<file path="src/rtl/usb_pipe_pkg.sv">
package usb_pipe_pkg;
  typedef enum logic [1:0] {
    STG_SETUP = 2'b00,
    STG_IN    = 2'b01,
    STG_OUT   = 2'b10
  } stage_e;

  localparam logic PID_DATA0 = 1'b0;
  localparam logic PID_DATA1 = 1'b1;

  function automatic logic stage_init_pid(input logic [1:0] stg);
    return (stg == STG_SETUP) ? PID_DATA0 : PID_DATA1;
  endfunction
endpackage

</file>
<file path="src/rtl/pipe_req_ctrl.sv">
module pipe_req_ctrl #(
  parameter int CNT_W = 8
) (
  input  logic             clk_i,
  input  logic             rst_ni,
  input  logic             freeze_set_i,
  input  logic             freeze_clr_i,
  input  logic             in_mode_i,
  input  logic [CNT_W-1:0] in_count_i,
  input  logic             slot_i,
  input  logic             bank_full_i,
  output logic             in_req_o,
  output logic             frozen_o,
  output logic [CNT_W-1:0] rem_o
);
  logic             frozen_q;
  logic [CNT_W-1:0] rem_q;
  logic             last_req;

  assign in_req_o = slot_i && !frozen_q && !bank_full_i;
  assign last_req = in_req_o && !in_mode_i && (rem_q == '0);

  always_ff @(posedge clk_i or negedge rst_ni) begin
    if (!rst_ni) begin
      frozen_q <= 1'b1;
      rem_q    <= '0;
    end else if (freeze_set_i) begin
      frozen_q <= 1'b1;
    end else if (freeze_clr_i) begin
      frozen_q <= 1'b0;
      rem_q    <= in_count_i;
    end else if (last_req) begin
      frozen_q <= 1'b1;
    end else if (in_req_o && !in_mode_i) begin
      rem_q <= rem_q - 1'b1;
    end
  end

  assign frozen_o = frozen_q;
  assign rem_o    = rem_q;
endmodule

</file>
<file path="src/rtl/pipe_toggle.sv">
module pipe_toggle
  import usb_pipe_pkg::*;
(
  input  logic       clk_i,
  input  logic       rst_ni,
  input  logic       pipe_ctrl_i,
  input  logic [1:0] stage_i,
  input  logic       rx_valid_i,
  output logic       pid_o
);
  logic [1:0] stage_q;
  logic       pid_q;
  logic       stage_chg;

  assign stage_chg = pipe_ctrl_i && (stage_i != stage_q);

  always_ff @(posedge clk_i or negedge rst_ni) begin
    if (!rst_ni) begin
      stage_q <= STG_SETUP;
      pid_q   <= PID_DATA0;
    end else begin
      stage_q <= stage_i;
      if (stage_chg)       pid_q <= stage_init_pid(stage_i);
      else if (rx_valid_i) pid_q <= ~pid_q;
    end
  end

  assign pid_o = pid_q;
endmodule

</file>
<file path="src/rtl/pipe_rx_flags.sv">
module pipe_rx_flags (
  input  logic clk_i,
  input  logic rst_ni,
  input  logic rx_valid_i,
  input  logic rx_full_i,
  input  logic rxin_clr_i,
  input  logic fifo_rel_i,
  input  logic rxin_en_i,
  output logic rxin_o,
  output logic fifocon_o,
  output logic irq_o
);
  logic rxin_q, fifocon_q, fill;

  assign fill = rx_valid_i && rx_full_i;

  always_ff @(posedge clk_i or negedge rst_ni) begin
    if (!rst_ni) begin
      rxin_q    <= 1'b0;
      fifocon_q <= 1'b0;
    end else begin
      if (fill)            rxin_q <= 1'b1;
      else if (rxin_clr_i) rxin_q <= 1'b0;
      if (fill)            fifocon_q <= 1'b1;
      else if (fifo_rel_i) fifocon_q <= 1'b0;
    end
  end

  assign rxin_o    = rxin_q;
  assign fifocon_o = fifocon_q;
  assign irq_o     = rxin_q && rxin_en_i;
endmodule

</file>
<file path="src/rtl/usb_in_pipe_engine.sv">
module usb_in_pipe_engine #(
  parameter int CNT_W = 8
) (
  input  logic             clk_i,
  input  logic             rst_ni,
  input  logic             freeze_set_i,
  input  logic             freeze_clr_i,
  input  logic             in_mode_i,
  input  logic [CNT_W-1:0] in_count_i,
  input  logic             pipe_ctrl_i,
  input  logic [1:0]       stage_i,
  input  logic             slot_i,
  input  logic             rx_valid_i,
  input  logic             rx_full_i,
  input  logic             rxin_clr_i,
  input  logic             fifo_rel_i,
  input  logic             rxin_en_i,
  output logic             in_req_o,
  output logic             data_pid_o,
  output logic             rxin_flag_o,
  output logic             fifocon_o,
  output logic             frozen_o,
  output logic             pipe_irq_o
);
  logic [CNT_W-1:0] rem_cnt;

  pipe_req_ctrl #(.CNT_W(CNT_W)) u_req (
    .clk_i, .rst_ni, .freeze_set_i, .freeze_clr_i, .in_mode_i, .in_count_i,
    .slot_i, .bank_full_i(fifocon_o), .in_req_o, .frozen_o, .rem_o(rem_cnt)
  );

  pipe_toggle u_tog (
    .clk_i, .rst_ni, .pipe_ctrl_i, .stage_i, .rx_valid_i, .pid_o(data_pid_o)
  );

  pipe_rx_flags u_flags (
    .clk_i, .rst_ni, .rx_valid_i, .rx_full_i, .rxin_clr_i, .fifo_rel_i,
    .rxin_en_i, .rxin_o(rxin_flag_o), .fifocon_o, .irq_o(pipe_irq_o)
  );
endmodule

</file>
<file path="config.mk">
export PLATFORM = sky130hd
export DESIGN_NAME = usb_in_pipe_engine
export DESIGN_NICKNAME = d
export VERILOG_FILES = /design/src/rtl/usb_pipe_pkg.sv /design/src/rtl/pipe_req_ctrl.sv /design/src/rtl/pipe_toggle.sv /design/src/rtl/pipe_rx_flags.sv /design/src/rtl/usb_in_pipe_engine.sv
export SDC_FILE = /design/constraint.sdc
export NUM_CORES = 1
export LEC_CHECK = 0
export ABC_AREA = 1
export BUFFER_PORTS_ARGS = -buffer_cell sky130_fd_sc_hd__buf_2
export CORE_MARGIN = 2
export CORE_UTILIZATION = 53
export DETAILED_ROUTE_END_ITERATION = 6
export GPL_ROUTABILITY_DRIVEN = 0
export PLACE_DENSITY = 0.83
export SYNTH_ARGS = -nofsm -noshare
export SYNTH_HDL_FRONTEND = slang
export SYNTH_SLANG_ARGS = --single-unit
</file>
<file path="constraint.sdc">
create_clock -name clk_i -period 2.72 [get_ports clk_i]
set_clock_uncertainty 0.1 [all_clocks]
set_input_delay 0.136 -clock clk_i [delete_from_list [all_inputs] [get_ports clk_i]]
set_output_delay 0.136 -clock clk_i [all_outputs]
set_load 0.02 [all_outputs]
</file>
==> After elaboration in Yosys (flattened, before gate mapping) <==
Cells that the tools add are included.
{ "word_totals": {"regBits": 14, "output_inout_bits": 6, "elab_cells": 42} }
{ "classes": {"n_addsub": 1, "n_eq_ne": 2, "n_mux": 13, "bitwise": 2, "reduce_logical": 18} }
{ "op_table": {"columns": ["operator", "n"], "rows": [
  ["$mux W8", 3],
  ["$mux W1", 10],
  ["$logic_not A8 Y1", 1],
  ["$reduce_bool A2 Y1", 4],
  ["$sub A8 B1 Y8 const B", 1],
  ["$logic_and A1 B1 Y1", 7],
  ["$logic_not A1 Y1", 3],
  ["$reduce_and A3 Y1", 1],
  ["$reduce_bool A3 Y1", 1],
  ["$logic_not A2 Y1", 1],
  ["$ne A2 B2 Y1", 1],
  ["$ne A2 B2 Y1 const B", 1],
  ["$not A1 Y1", 2]
]} }

==> Longest topological paths before layout <==
{ "depth": {"word_depth": 8, "ltp_mapped": 11, "depth_no_buf": 10} }

==> By module <==
A second synthesis with hierarchy kept.
{ "hier_totals": {"cells_unflattened": 138, "area_unflattened_um2": 950.9} }
{ "modules_own_cells": {"columns": ["module", "instances", "cells_each", "area_each_um2", "seq_area_each_um2"], "rows": [
  ["pipe_req_ctrl", 1, 107, 721.9, 226.5],
  ["pipe_toggle", 1, 20, 145.1, 75.1],
  ["pipe_rx_flags", 1, 11, 83.8, 50.0]
]} }

==> Worst setup path after synthesis <==
OpenSTA, ideal clock, no wires.
{ "synth_path": {"kind": "reg-to-reg", "from": "register u_req.rem_q[0], in the netlist u_req.rem_o[0]", "to": "register u_req.rem_q[1], in the netlist u_req.rem_o[1]", "setup_ps": 123, "t_arrival_ps": 1183, "required_ps": 2497, "setup_slack_ps": 1314, "stages_incl_launch_ff": 11, "period_less_slack_ps": 1406, "cell_sequence": "dfrtp_1 inv_1 ha_1 nand2_1 nor2_1 nand2_1 nand2_2 nand2_2 nand2_2 buf_6 o21ai_2"} }
{ "synth_between": {"elab_chain_len": 4} }
{ "synth_rtl": {"columns": ["element", "line", "text"], "rows": [
  ["from (decl)", "pipe_req_ctrl.sv:17", "logic [CNT_W-1:0] rem_q;"],
  ["from (signal assigned)", "pipe_req_ctrl.sv:31", "rem_q <= in_count_i;"],
  ["from (signal assigned)", "pipe_req_ctrl.sv:35", "rem_q <= rem_q - 1'b1;"],
  ["$sub A8 B1 Y8 / $logic_not A8 Y1 (equally long branches)", "pipe_req_ctrl.sv:35, pipe_req_ctrl.sv:21", null],
  ["$mux W8 / $logic_and A1 B1 Y1 (equally long branches)", "pipe_req_ctrl.sv:34, pipe_req_ctrl.sv:21", null],
  ["$mux W8 / $ne A2 B2 Y1 (equally long branches)", null, null],
  ["$mux W8 / $reduce_and A3 Y1 (equally long branches)", null, null]
]} }
Parallel ways exist; a longest one is shown, timed or not. The select of a mux whose other input is x is not followed.
A chain may end at the register's enable or synchronous reset.

==> Worst setup path in the final report <==
{ "layout_path": {"from": "register u_req.rem_q[0], in the netlist u_req.rem_o[0]", "to": "register u_req.rem_q[0], in the netlist u_req.rem_o[0]"} }
Same word-level chain as after synthesis.

==> results.tsv <==
metric	value	unit
dr_total_vias	897	
slew_headroom	79.8	%
hold_ws	0.00507	ns
rsz0062_at_grt	false	
via_per_inst	5.16	
fin_area	1120	um2
nFillCells	121	
r2r_end	u_req.rem_o[0]$_DFFE_PN0P_	
drive_gt1_share	27.8	%
clk_pin_slew	0.09	ns
critPathRequiredTime	2.84	ns
grt_max_degree	15	
finalSetupViolations	0	
grt_first_pass_wirelength	3.62	mm
finalCritPeriodShare	59.4	%
netlist-cell-type-count	21	
grt_pass1_vias	855	
synth_fp_nets	146	
ys_seq_area_share	40.1	%
io_pins	28	
grt_overflow_total	0	
swShare	36.9	%
post_cts_buffers	0	
ys_warn_count	0	
dp_hpwl	1.45	mm
synth-seq-cells	14	
cts_tree	built	
clockRootBuffer	clkbuf_4	
worstSetupPathType	reg2reg	
seqPwrFrac	42.4	%
total_power	0.655	mW
antenna_found_initial	0	
period_minus_slack	1.62	ns
numPortBuffers	27	
hold_violations	0	
drt-initial-drc-count	18	
rows	14	
hp-class	in2reg	
fin_nets	183	
clock_path_buffers	2	
critPathLaunchType	register	
finalSetupTns	0	ns
cts_num_sinks	14	
worstPathArrival	1.73	ns
dp.cells	163	
syn_area_per_cell	7.18	um2
drc	0	
tightest_slew	0.303	ns
min_path_cells	3	
die_y	44.7	um
drt-total-wl	2.05	mm
pwr-share-clk	23.3	%
reg2reg_depth	10	
hold_start	freeze_set_i	
seq_area	352	um2
rrSetupSlack	1.10	ns
start_util	57.5	%
cp_max_fo	11	
min_to	u_req.frozen_o$_DFFE_PN1P_	
ir_drop	0.368	mV
multiInputGateArea	448	um2
die_w	44.7	um
end_kind	register	
h-tree-depth	1	
synthTopCellsByArea	dfrtp_1 (37%), nand2_1 (17%), inv_1 (6.4%), nand3_1 (5.1%), nor2_1 (4.7%)	
cellLeakagePower	0.632	nW
track_usage	25.1	%
avgRoutedWirePerCell	11.8	um
drv_slew	0	
p_int	0.413	mW
worstSkewPairLatency	0.29	ns
antenna_cells	0	
status	finished clean	
area_growth	28.0	%
drtAntennaViolNets	0	
pwr-share-comb	34.3	%
p_per_area	585	nW/um2
p_sw	0.242	mW
final_cells	174	
yosysTopAreaCell	dfrtp_1	
dr.pass1.iters	4	
die-area	1990	um2
r2r-start	u_req.rem_o[0]$_DFFE_PN0P_	
syn-cell-area	876	um2
netlist_instances	122	
core	1520	um2
synth_top_area_share	37.1	%
cts_made_buffers	3	
fmax	619	MHz
placed_area	1010	um2
maxCapViolCount	0	
## Yosys cell counts
cell,n
ha_1,2
nor2_2,1
a21oi_2,1
o21ai_0,7
dfstp_2,1
nand2_1,40
buf_2,1
nand4_1,1
xnor2_1,2
a31oi_1,1
o21ai_2,3
inv_2,1
dfrtp_1,13
buf_6,1
xor2_1,2
nor2_1,11
inv_1,15
mux2i_1,1
nand3_1,9
nand2_2,6
a21oi_1,3
## per-stage QoR
stage / setup WS, ns / utilization (%)
6_report: 1.10 / 73.6
5_1_grt: 0.973 / 73.6
4_1_cts: 1.12 / 73.6
3_5_place_dp: 1.14 / 66.6
3_3_place_gp: 1.20 / 66.6
2_1_floorplan: 1.31 / -
## worst max-delay path by stage
stage	end	startpoint	slack (ns)
after floorplan	u_req.rem_o[1]$_DFFE_PN0P_	u_req.rem_o[0]$_DFFE_PN0P_	1.31
after global placement	u_req.rem_o[0]$_DFFE_PN0P_	u_req.rem_o[0]$_DFFE_PN0P_	1.20
after detailed placement	u_req.rem_o[0]$_DFFE_PN0P_	u_req.rem_o[0]$_DFFE_PN0P_	1.14
after CTS	u_req.rem_o[0]$_DFFE_PN0P_	u_req.rem_o[0]$_DFFE_PN0P_	1.12
after global routing	u_req.rem_o[0]$_DFFE_PN0P_	u_req.rem_o[0]$_DFFE_PN0P_	0.97
final	u_req.rem_o[0]$_DFFE_PN0P_	u_req.rem_o[0]$_DFFE_PN0P_	1.10
## power by group through the flow
stage               clock network [mW]  registers (mW)  logic, mW
floorplan                            0           0.282      0.150
CTS                              0.154           0.277      0.223
global placement                     0           0.278      0.205
finish                           0.153           0.278      0.225
global route                     0.163           0.283      0.259
detailed placement                   0           0.281      0.211
## cell usage in the layout (no fill, tap or decap), types with 2 or more instances in the layout
master,synthesis,routed
xor2_1,2,2
nand2_2,6,6
o21ai_2,3,3
clkbuf_4,0,3
inv_1,15,15
ha_1,2,2
dfrtp_1,13,13
dlygate4sd3_1,0,7
buf_2,1,27
a21oi_1,3,3
nand3_1,9,9
nor2_1,11,11
o21ai_0,7,7
nand2_1,40,40
xnor2_1,2,2
## worst max-delay path, stage by stage, from the launching register on
cell	delay, ns
dfrtp_1	0.41
inv_1	0.11
ha_1	0.15
nand2_1	0.05
nor2_1	0.11
nand2_1	0.08
nand2_2	0.08
nand2_2	0.05
nand2_2	0.23
nand2_1	0.11
o21ai_2	0.07
## final cells by class
| type | count | area share (%) |
|---|---|---|
| Inverter | 16 | 5.36 |
| Multi-Input combinational cell | 90 | 40.0 |
| Tap cell | 16 | 1.79 |
| Timing Repair Buffer | 34 | 18.3 |
| Clock buffer | 4 | 3.24 |
| Sequential cell | 14 | 31.4 |
## timing repair
item / in CTS / in global routing
endpoints found under the hold margin: 18 / 0
hold buffers: 7 / 0
gates resized for setup: 0 / 0
## layer usage
layer | part of all wire, % | wire length, um | up-vias | global-route usage, %
met5 | 0 | 0 | - | 0
met4 | 1.9 | 40 | 0 | 12.1
met3 | 6.6 | 135 | 5 | 4.90
met2 | 48 | 992 | 34 | 40.9
met1 | 43 | 884 | 404 | 31.5
li1 | - | - | 454 | -
## sequential cells by signal, summed over array words and instances (netlist names)
register / count
u_req.frozen_o: 1
u_tog.pid_o: 1
u_tog.stage_q: 2
u_flags.rxin_o: 1
u_flags.fifocon_o: 1
u_req.rem_o: 8
## cells by family (layout without fill, tap and decap cells)
kind of cell             after synthesis  count (layout)  share of synthesized area, %
XOR/XNOR                               4               4                          4.00
AND/OR/NAND/NOR                       68              68                          32.7
adder cells (fa/ha/maj)                2               2                          2.86
flip-flops                            14              14                          40.1
multiplexers                           1               1                          1.14
buffers and inverters                 18              54                          8.71
AO/OA/AOI/OAI                         15              15                          10.4
No activity file was read; power rests on OpenSTA's default activity.
